File: src/rtl/pin_release_pkg.sv
package pin_release_pkg;
  localparam int unsigned NPIN   = 5;
  localparam int unsigned MODE_W = 2;

  localparam int unsigned PIN_SEL  = 0;
  localparam int unsigned PIN_CLK  = 1;
  localparam int unsigned PIN_DIN  = 2;
  localparam int unsigned PIN_DOUT = 3;
  localparam int unsigned PIN_RST  = 4;

  // level each core input takes once its pin is released
  localparam logic [NPIN-1:0] SAFE_LVL = 5'b10101;

  typedef enum logic [MODE_W-1:0] {
    MODE_FULL    = 2'd0,
    MODE_NO_RST  = 2'd1,
    MODE_SW_ONLY = 2'd2,
    MODE_OFF     = 2'd3
  } swj_mode_e;

  typedef enum logic [1:0] {
    ST_IDLE    = 2'd0,
    ST_CLAMP   = 2'd1,
    ST_UNCLAMP = 2'd2
  } hand_st_e;

  function automatic logic [NPIN-1:0] mode_mask(input logic [MODE_W-1:0] m);
    case (swj_mode_e'(m))
      MODE_FULL:    mode_mask = 5'b11111;
      MODE_NO_RST:  mode_mask = 5'b01111;
      MODE_SW_ONLY: mode_mask = 5'b00011;
      default:      mode_mask = 5'b00000;
    endcase
  endfunction
endpackage

File: src/rtl/pdr_mode_dec.sv
module pdr_mode_dec
  import pin_release_pkg::*;
(
  input  logic [MODE_W-1:0] mode_i,
  input  logic [NPIN-1:0]   own_i,
  output logic [NPIN-1:0]   mask_o,
  output logic [NPIN-1:0]   rel_o,
  output logic [NPIN-1:0]   acq_o
);
  always_comb begin
    mask_o = mode_mask(mode_i);
    rel_o  = own_i & ~mask_o;
    acq_o  = mask_o & ~own_i;
  end
endmodule

File: src/rtl/pdr_handover.sv
module pdr_handover
  import pin_release_pkg::*;
(
  input  logic                clk_i,
  input  logic                rst_ni,
  input  logic                req_valid_i,
  input  logic [NPIN-1:0]     rel_i,
  input  logic [NPIN-1:0]     acq_i,
  output logic                ready_o,
  output logic [NPIN-1:0]     own_o,
  output logic [NPIN-1:0]     clamp_o
);
  hand_st_e        st_q, st_d;
  logic [NPIN-1:0] own_q, own_d;
  logic [NPIN-1:0] clamp_q, clamp_d;
  logic [NPIN-1:0] pend_q, pend_d;

  always_comb begin
    st_d    = st_q;
    own_d   = own_q;
    clamp_d = clamp_q;
    pend_d  = pend_q;
    ready_o = 1'b1;
    unique case (st_q)
      ST_IDLE: begin
        if (req_valid_i && |rel_i) begin
          ready_o = 1'b0;
          clamp_d = clamp_q | rel_i;
          pend_d  = rel_i;
          st_d    = ST_CLAMP;
        end else if (req_valid_i && |acq_i) begin
          own_d  = own_q | acq_i;
          pend_d = acq_i;
          st_d   = ST_UNCLAMP;
        end
      end
      ST_CLAMP: begin
        own_d = own_q & ~pend_q;
        st_d  = ST_IDLE;
      end
      ST_UNCLAMP: begin
        ready_o = 1'b0;
        clamp_d = clamp_q & ~pend_q;
        st_d    = ST_IDLE;
      end
      default: st_d = ST_IDLE;
    endcase
  end

  always_ff @(posedge clk_i or negedge rst_ni) begin
    if (!rst_ni) begin
      st_q    <= ST_IDLE;
      own_q   <= '1;
      clamp_q <= '0;
      pend_q  <= '0;
    end else begin
      st_q    <= st_d;
      own_q   <= own_d;
      clamp_q <= clamp_d;
      pend_q  <= pend_d;
    end
  end

  assign own_o   = own_q;
  assign clamp_o = clamp_q;
endmodule

File: src/rtl/pdr_pin_slice.sv
module pdr_pin_slice #(
  parameter logic SAFE_BIT = 1'b0
) (
  input  logic own_i,
  input  logic clamp_i,
  input  logic pad_in_i,
  input  logic dbg_oe_i,
  input  logic gpio_oe_i,
  input  logic trace_i,
  output logic core_in_o,
  output logic pad_oe_o
);
  assign core_in_o = clamp_i ? SAFE_BIT : pad_in_i;
  assign pad_oe_o  = own_i ? dbg_oe_i : (gpio_oe_i | trace_i);
endmodule

File: src/rtl/pin_release_ctrl.sv
module pin_release_ctrl
  import pin_release_pkg::*;
(
  input  logic              clk_i,
  input  logic              rst_ni,
  input  logic              cfg_valid_i,
  input  logic [MODE_W-1:0] cfg_mode_i,
  output logic              cfg_ready_o,
  input  logic              trace_en_i,
  input  logic [NPIN-1:0]   pad_in_i,
  input  logic [NPIN-1:0]   dbg_oe_i,
  input  logic [NPIN-1:0]   gpio_oe_i,
  output logic [NPIN-1:0]   core_in_o,
  output logic [NPIN-1:0]   pad_oe_o,
  output logic [NPIN-1:0]   pin_dbg_o,
  output logic              trace_sel_o
);
  logic [NPIN-1:0] mask_w, rel_w, acq_w;
  logic [NPIN-1:0] own_w, clamp_w, trace_vec_w;

  pdr_mode_dec u_dec (
    .mode_i (cfg_mode_i),
    .own_i  (own_w),
    .mask_o (mask_w),
    .rel_o  (rel_w),
    .acq_o  (acq_w)
  );

  pdr_handover u_hand (
    .clk_i       (clk_i),
    .rst_ni      (rst_ni),
    .req_valid_i (cfg_valid_i),
    .rel_i       (rel_w),
    .acq_i       (acq_w),
    .ready_o     (cfg_ready_o),
    .own_o       (own_w),
    .clamp_o     (clamp_w)
  );

  // trace takes data-out only while serial-wire keeps its clock
  assign trace_sel_o = trace_en_i & ~own_w[PIN_DOUT] & own_w[PIN_CLK];

  always_comb begin
    trace_vec_w           = '0;
    trace_vec_w[PIN_DOUT] = trace_sel_o;
  end

  for (genvar i = 0; i < NPIN; i++) begin : g_pin
    pdr_pin_slice #(.SAFE_BIT(SAFE_LVL[i])) u_slice (
      .own_i     (own_w[i]),
      .clamp_i   (clamp_w[i]),
      .pad_in_i  (pad_in_i[i]),
      .dbg_oe_i  (dbg_oe_i[i]),
      .gpio_oe_i (gpio_oe_i[i]),
      .trace_i   (trace_vec_w[i]),
      .core_in_o (core_in_o[i]),
      .pad_oe_o  (pad_oe_o[i])
    );
  end

  assign pin_dbg_o = own_w;

  logic unused_w;
  assign unused_w = ^mask_w;
endmodule

File: config.mk
export PLATFORM = sky130hd
export DESIGN_NAME = pin_release_ctrl
export DESIGN_NICKNAME = d
export VERILOG_FILES = /design/src/rtl/pin_release_pkg.sv /design/src/rtl/pdr_mode_dec.sv /design/src/rtl/pdr_handover.sv /design/src/rtl/pdr_pin_slice.sv /design/src/rtl/pin_release_ctrl.sv
export SDC_FILE = /design/constraint.sdc
export NUM_CORES = 1
export LEC_CHECK = 0
export CAP_MARGIN = 20
export CORE_ASPECT_RATIO = 1.25
export CORE_MARGIN = 5
export CORE_UTILIZATION = 40
export DETAILED_ROUTE_END_ITERATION = 12
export HOLD_SLACK_MARGIN = 0.15
export MAX_ROUTING_LAYER = met4
export PLACE_DENSITY = 0.75
export SYNTH_ARGS = -nofsm -noshare
export SYNTH_HDL_FRONTEND = slang
export SYNTH_SLANG_ARGS = --single-unit
File: constraint.sdc
create_clock -name clk_i -period 1.9 [get_ports clk_i]
set_input_delay 0.38 -clock clk_i [delete_from_list [all_inputs] [get_ports clk_i]]
set_output_delay 0.38 -clock clk_i [all_outputs]
set_load 0.02 [all_outputs]
==> flow_metrics.py, run 1 <==
metrics = {
    "cts": {
        "htreeDepth": 1,
        "cts_buffers": 3,
        "clk_latency_ns": 0.29,
        "hold_buffers": 0,
        "cts.clk_slew.worst_paths_ns": 0.10,
        "cts_num_sinks": 17,
        "clock-root-buffer": "clkbuf_4",
        "cts_tree": "yes",
        "clock_path_buffers": 2,
    },
    "critical_path": {
        "startpoint_type": "flop",
        "reg2reg_from": "u_hand.own_o[4]",
        "reg2reg_to": "u_hand.pend_q[3]",
        "rr_worst_depth": 6,
        "cp_data_arrival_time_ns": 1.57,
        "path_class": "reg2out",
        "end_kind": "output pin",
        "r2r_slack_ns": 0.02,
        "crit_required_ns": 1.52,
        "path_max_fanout": 2,
    },
    "pwr": {
        "irDropWorstVdd_v": 0.000636,
        "p_leak_nw": 0.677,
        "power.total_w": 0.00195,
        "power_density_nw_per_um2": 1270,
    },
    "hold_path": {
        "hp-class": "in2async",
    },
    "logic_synthesis": {
        "synth_area_leaders": "dfrtp_1, dfstp_2, buf_4, mux2_2, o21ai_0",
        "syn_area_per_cell_sq_um": 9.46,
        "yosysTopAreaCellShare": 0.274,
        "ys_types": 34,
        "yosysWarnings": 0,
        "syn_nets": 137,
        "synth-seq-cells": 17,
        "synthCells": 116,
        "yosysTopAreaCell": "dfrtp_1",
        "ys_seq_area_frac": 0.393,
        "netlist_area_sq_um": 1100,
    },
    "sta": {
        "rsz0062_at_grt": "true",
        "max_slew_margin": 0.783,
        "period_minus_slack_ns": 1.95,
        "setup_ws_ns": -0.0508,
        "setup_viol": 1,
        "maxSlewViolCount": 0,
        "period_share": 1.03,
        "final-hold-violation-count": 0,
        "worst_pin_slew_ns": 0.323,
        "finalClockSkew_ns": 0.00513,
        "fmaxAchievable_ghz": 0.513,
    },
    "detailed_routing": {
        "drc_errors": 0,
        "postRouteAntennaNets": 0,
        "first_pass_iters": 4,
        "drt_iter0_markers": 59,
        "wirelength_mm": 2.79,
        "vias": 1015,
        "wl_per_cell_um": 14.6,
        "vias_per_cell": 5.31,
    },
    "layout": {
        "drive_gt1_frac": 0.344,
        "multi_input_area_sq_um": 541,
        "fin_nets": 179,
        "stdcell_area_sq_um": 1530,
        "ff_latch_area_sq_um": 432,
        "fin_util": 0.577,
        "fin_cells": 191,
        "area_growth_pct": 39.6,
        "fill_cells": 240,
        "num_antenna_cells": 0,
    },
    "die": {
        "start_util": 0.413,
        "ios": 38,
        "coreArea_sq_um": 2650,
        "die_h_um": 68.6,
        "dieArea_sq_um": 3900,
        "rows": 21,
        "die_w_um": 56.8,
    },
    "place": {
        "dp_cells": 185,
        "dp.final_hpwl_mm": 2.15,
        "place_area_sq_um": 1500,
        "gp_congestion": 0.920,
        "port_buffers": 37,
    },
    "run_status": {
        "violations": "negative setup slack",
        "status": "complete, but fails checks",
    },
    "grt": {
        "grt_pass1_wl_mm": 4.53,
        "antenna_found_initial": 0,
        "grt_overflow": 0,
        "grt_max_degree": 18,
        "grt_pass1_vias": 979,
        "grtUsageTotal": 0.153,
    },
    "job": {
        "cap_violations": 0,
    },
}
==> flip-flops by register name (all words and copies together), names as in the netlist <==
register / cells
u_hand.pend_q: 5
u_hand.own_o: 5
u_hand.clamp_o: 5
u_hand.st_q: 2
==> kinds of logic after synthesis <==
group / after synthesis / share of synthesized area
flops: 17 / 0.393
simple gates: 35 / 0.164
mux: 11 / 0.116
compound gates: 30 / 0.180
buf+inv: 23 / 0.146
==> final cells by class <==
cell class,instances,share of cell area
clock buffers,4,0.0172
inverters,3,0.00735
multi-input cells,76,0.353
flip-flops and latches,17,0.282
well taps,34,0.0278
repair buffers,57,0.313
==> how the worst max path moves through the flow <==
stage / depth (start not counted) / start / endpoint / slack, ns
after floorplan: 5 / u_hand.own_o[3] / cfg_ready_o / 0.01
after global placement: 5 / cfg_mode_i[0] / cfg_ready_o / -0.46
after detailed placement: 5 / cfg_mode_i[0] / cfg_ready_o / -0.47
after CTS: 4 / u_hand.own_o[2] / cfg_ready_o / -0.07
final: 4 / u_hand.own_o[2] / cfg_ready_o / -0.05
after global routing: 4 / u_hand.own_o[2] / cfg_ready_o / -0.1
==> per-layer routing <==
| metal | track usage | vias to the layer above | wire (um) |
|---|---|---|---|
| li1 | - | 477 | - |
| met3 | 0.0149 | 5 | 105 |
| met4 | 0.0696 | 0 | 46 |
| met2 | 0.266 | 30 | 1480 |
| met5 | - | - | 0 |
| met1 | 0.182 | 503 | 1160 |
==> power by group <==
group / total (W) / switching [W] / internal (W)
sequential: 0.000659 / 0.000115 / 0.000544
combinational: 0.00109 / 0.000548 / 0.000543
clock: 0.000196 / 0.000114 / 0.0000817
==> placed cells by master, fill, tap and decap left out, types with 2 or more instances in the layout <==
master and n:
buf_4 21, clkdlybuf4s50_1 20, dfrtp_1 12, nand2_1 11
dlygate4sd2_1 11, o21ai_0 9, mux2_2 6, nor2_1 6
buf_2 5, dfstp_2 5, a21o_1 4, nor2b_1 4
a21oi_1 4, or2_2 3, inv_1 3, mux2i_1 3
clkbuf_4 3, a32o_1 2, a31oi_1 2, nand4_1 2
a21oi_2 2, mux2_4 2, a2bb2oi_1 2
==> cells in the mapped netlist <==
cell type,n
nor2_1,6
dfstp_2,5
clkbuf_1,1
or3_1,1
and3_1,1
o21a_1,1
mux2_2,6
nor3_1,1
or2_2,3
nand3_1,1
and3_2,1
nand2_1,11
mux2i_1,3
o31ai_1,1
buf_6,2
buf_2,2
a2bb2oi_1,2
nand4_1,2
a21oi_1,6
dfrtp_1,12
a32o_1,2
o21ai_0,9
nor4b_1,1
a21o_1,4
buf_4,15
nor4_1,1
nor2b_1,4
nor3b_1,2
o21bai_1,1
o211a_1,1
o31a_2,1
a31oi_1,2
inv_1,3
mux2_4,2
==> metrics by stage <==
stage	setup WS [ns]	TNS, ns	hold WS (ns)
floorplan	0.0140	0	0.0844
global placement	-0.459	-3.15	0.407
detailed placement	-0.468	-4.09	0.398
CTS	-0.0671	-0.0671	0.399
global route	-0.0991	-0.243	0.434
finish	-0.0508	-0.0508	0.395
==> timing repair <==
item                                    in CTS  in global routing
pin swaps                                    1                  0
setup buffers                                1                  1
resized for setup                           39                  5
endpoints found under the setup margin      21                 13
cloned                                       0                  0
==> critical path, stage by stage, from the launching register on <==
cell and delay, ns:
dfstp_2 0.38, or3_4 0.39, o211a_1 0.24, o21bai_1 0.12, buf_4 0.16
(Power assumes the default switching activity.)
==> inputs of run 2 (changes only) <==
--- a/config.mk
+++ b/config.mk
@@ -5,7 +5,6 @@
 export SDC_FILE = /design/constraint.sdc
 export NUM_CORES = 1
 export LEC_CHECK = 0
-export CAP_MARGIN = 20
 export CORE_ASPECT_RATIO = 1.25
 export CORE_MARGIN = 5
 export CORE_UTILIZATION = 40
==> results of run 2 <==
The final DEF is identical to that of run 1; final timing and power are the same.
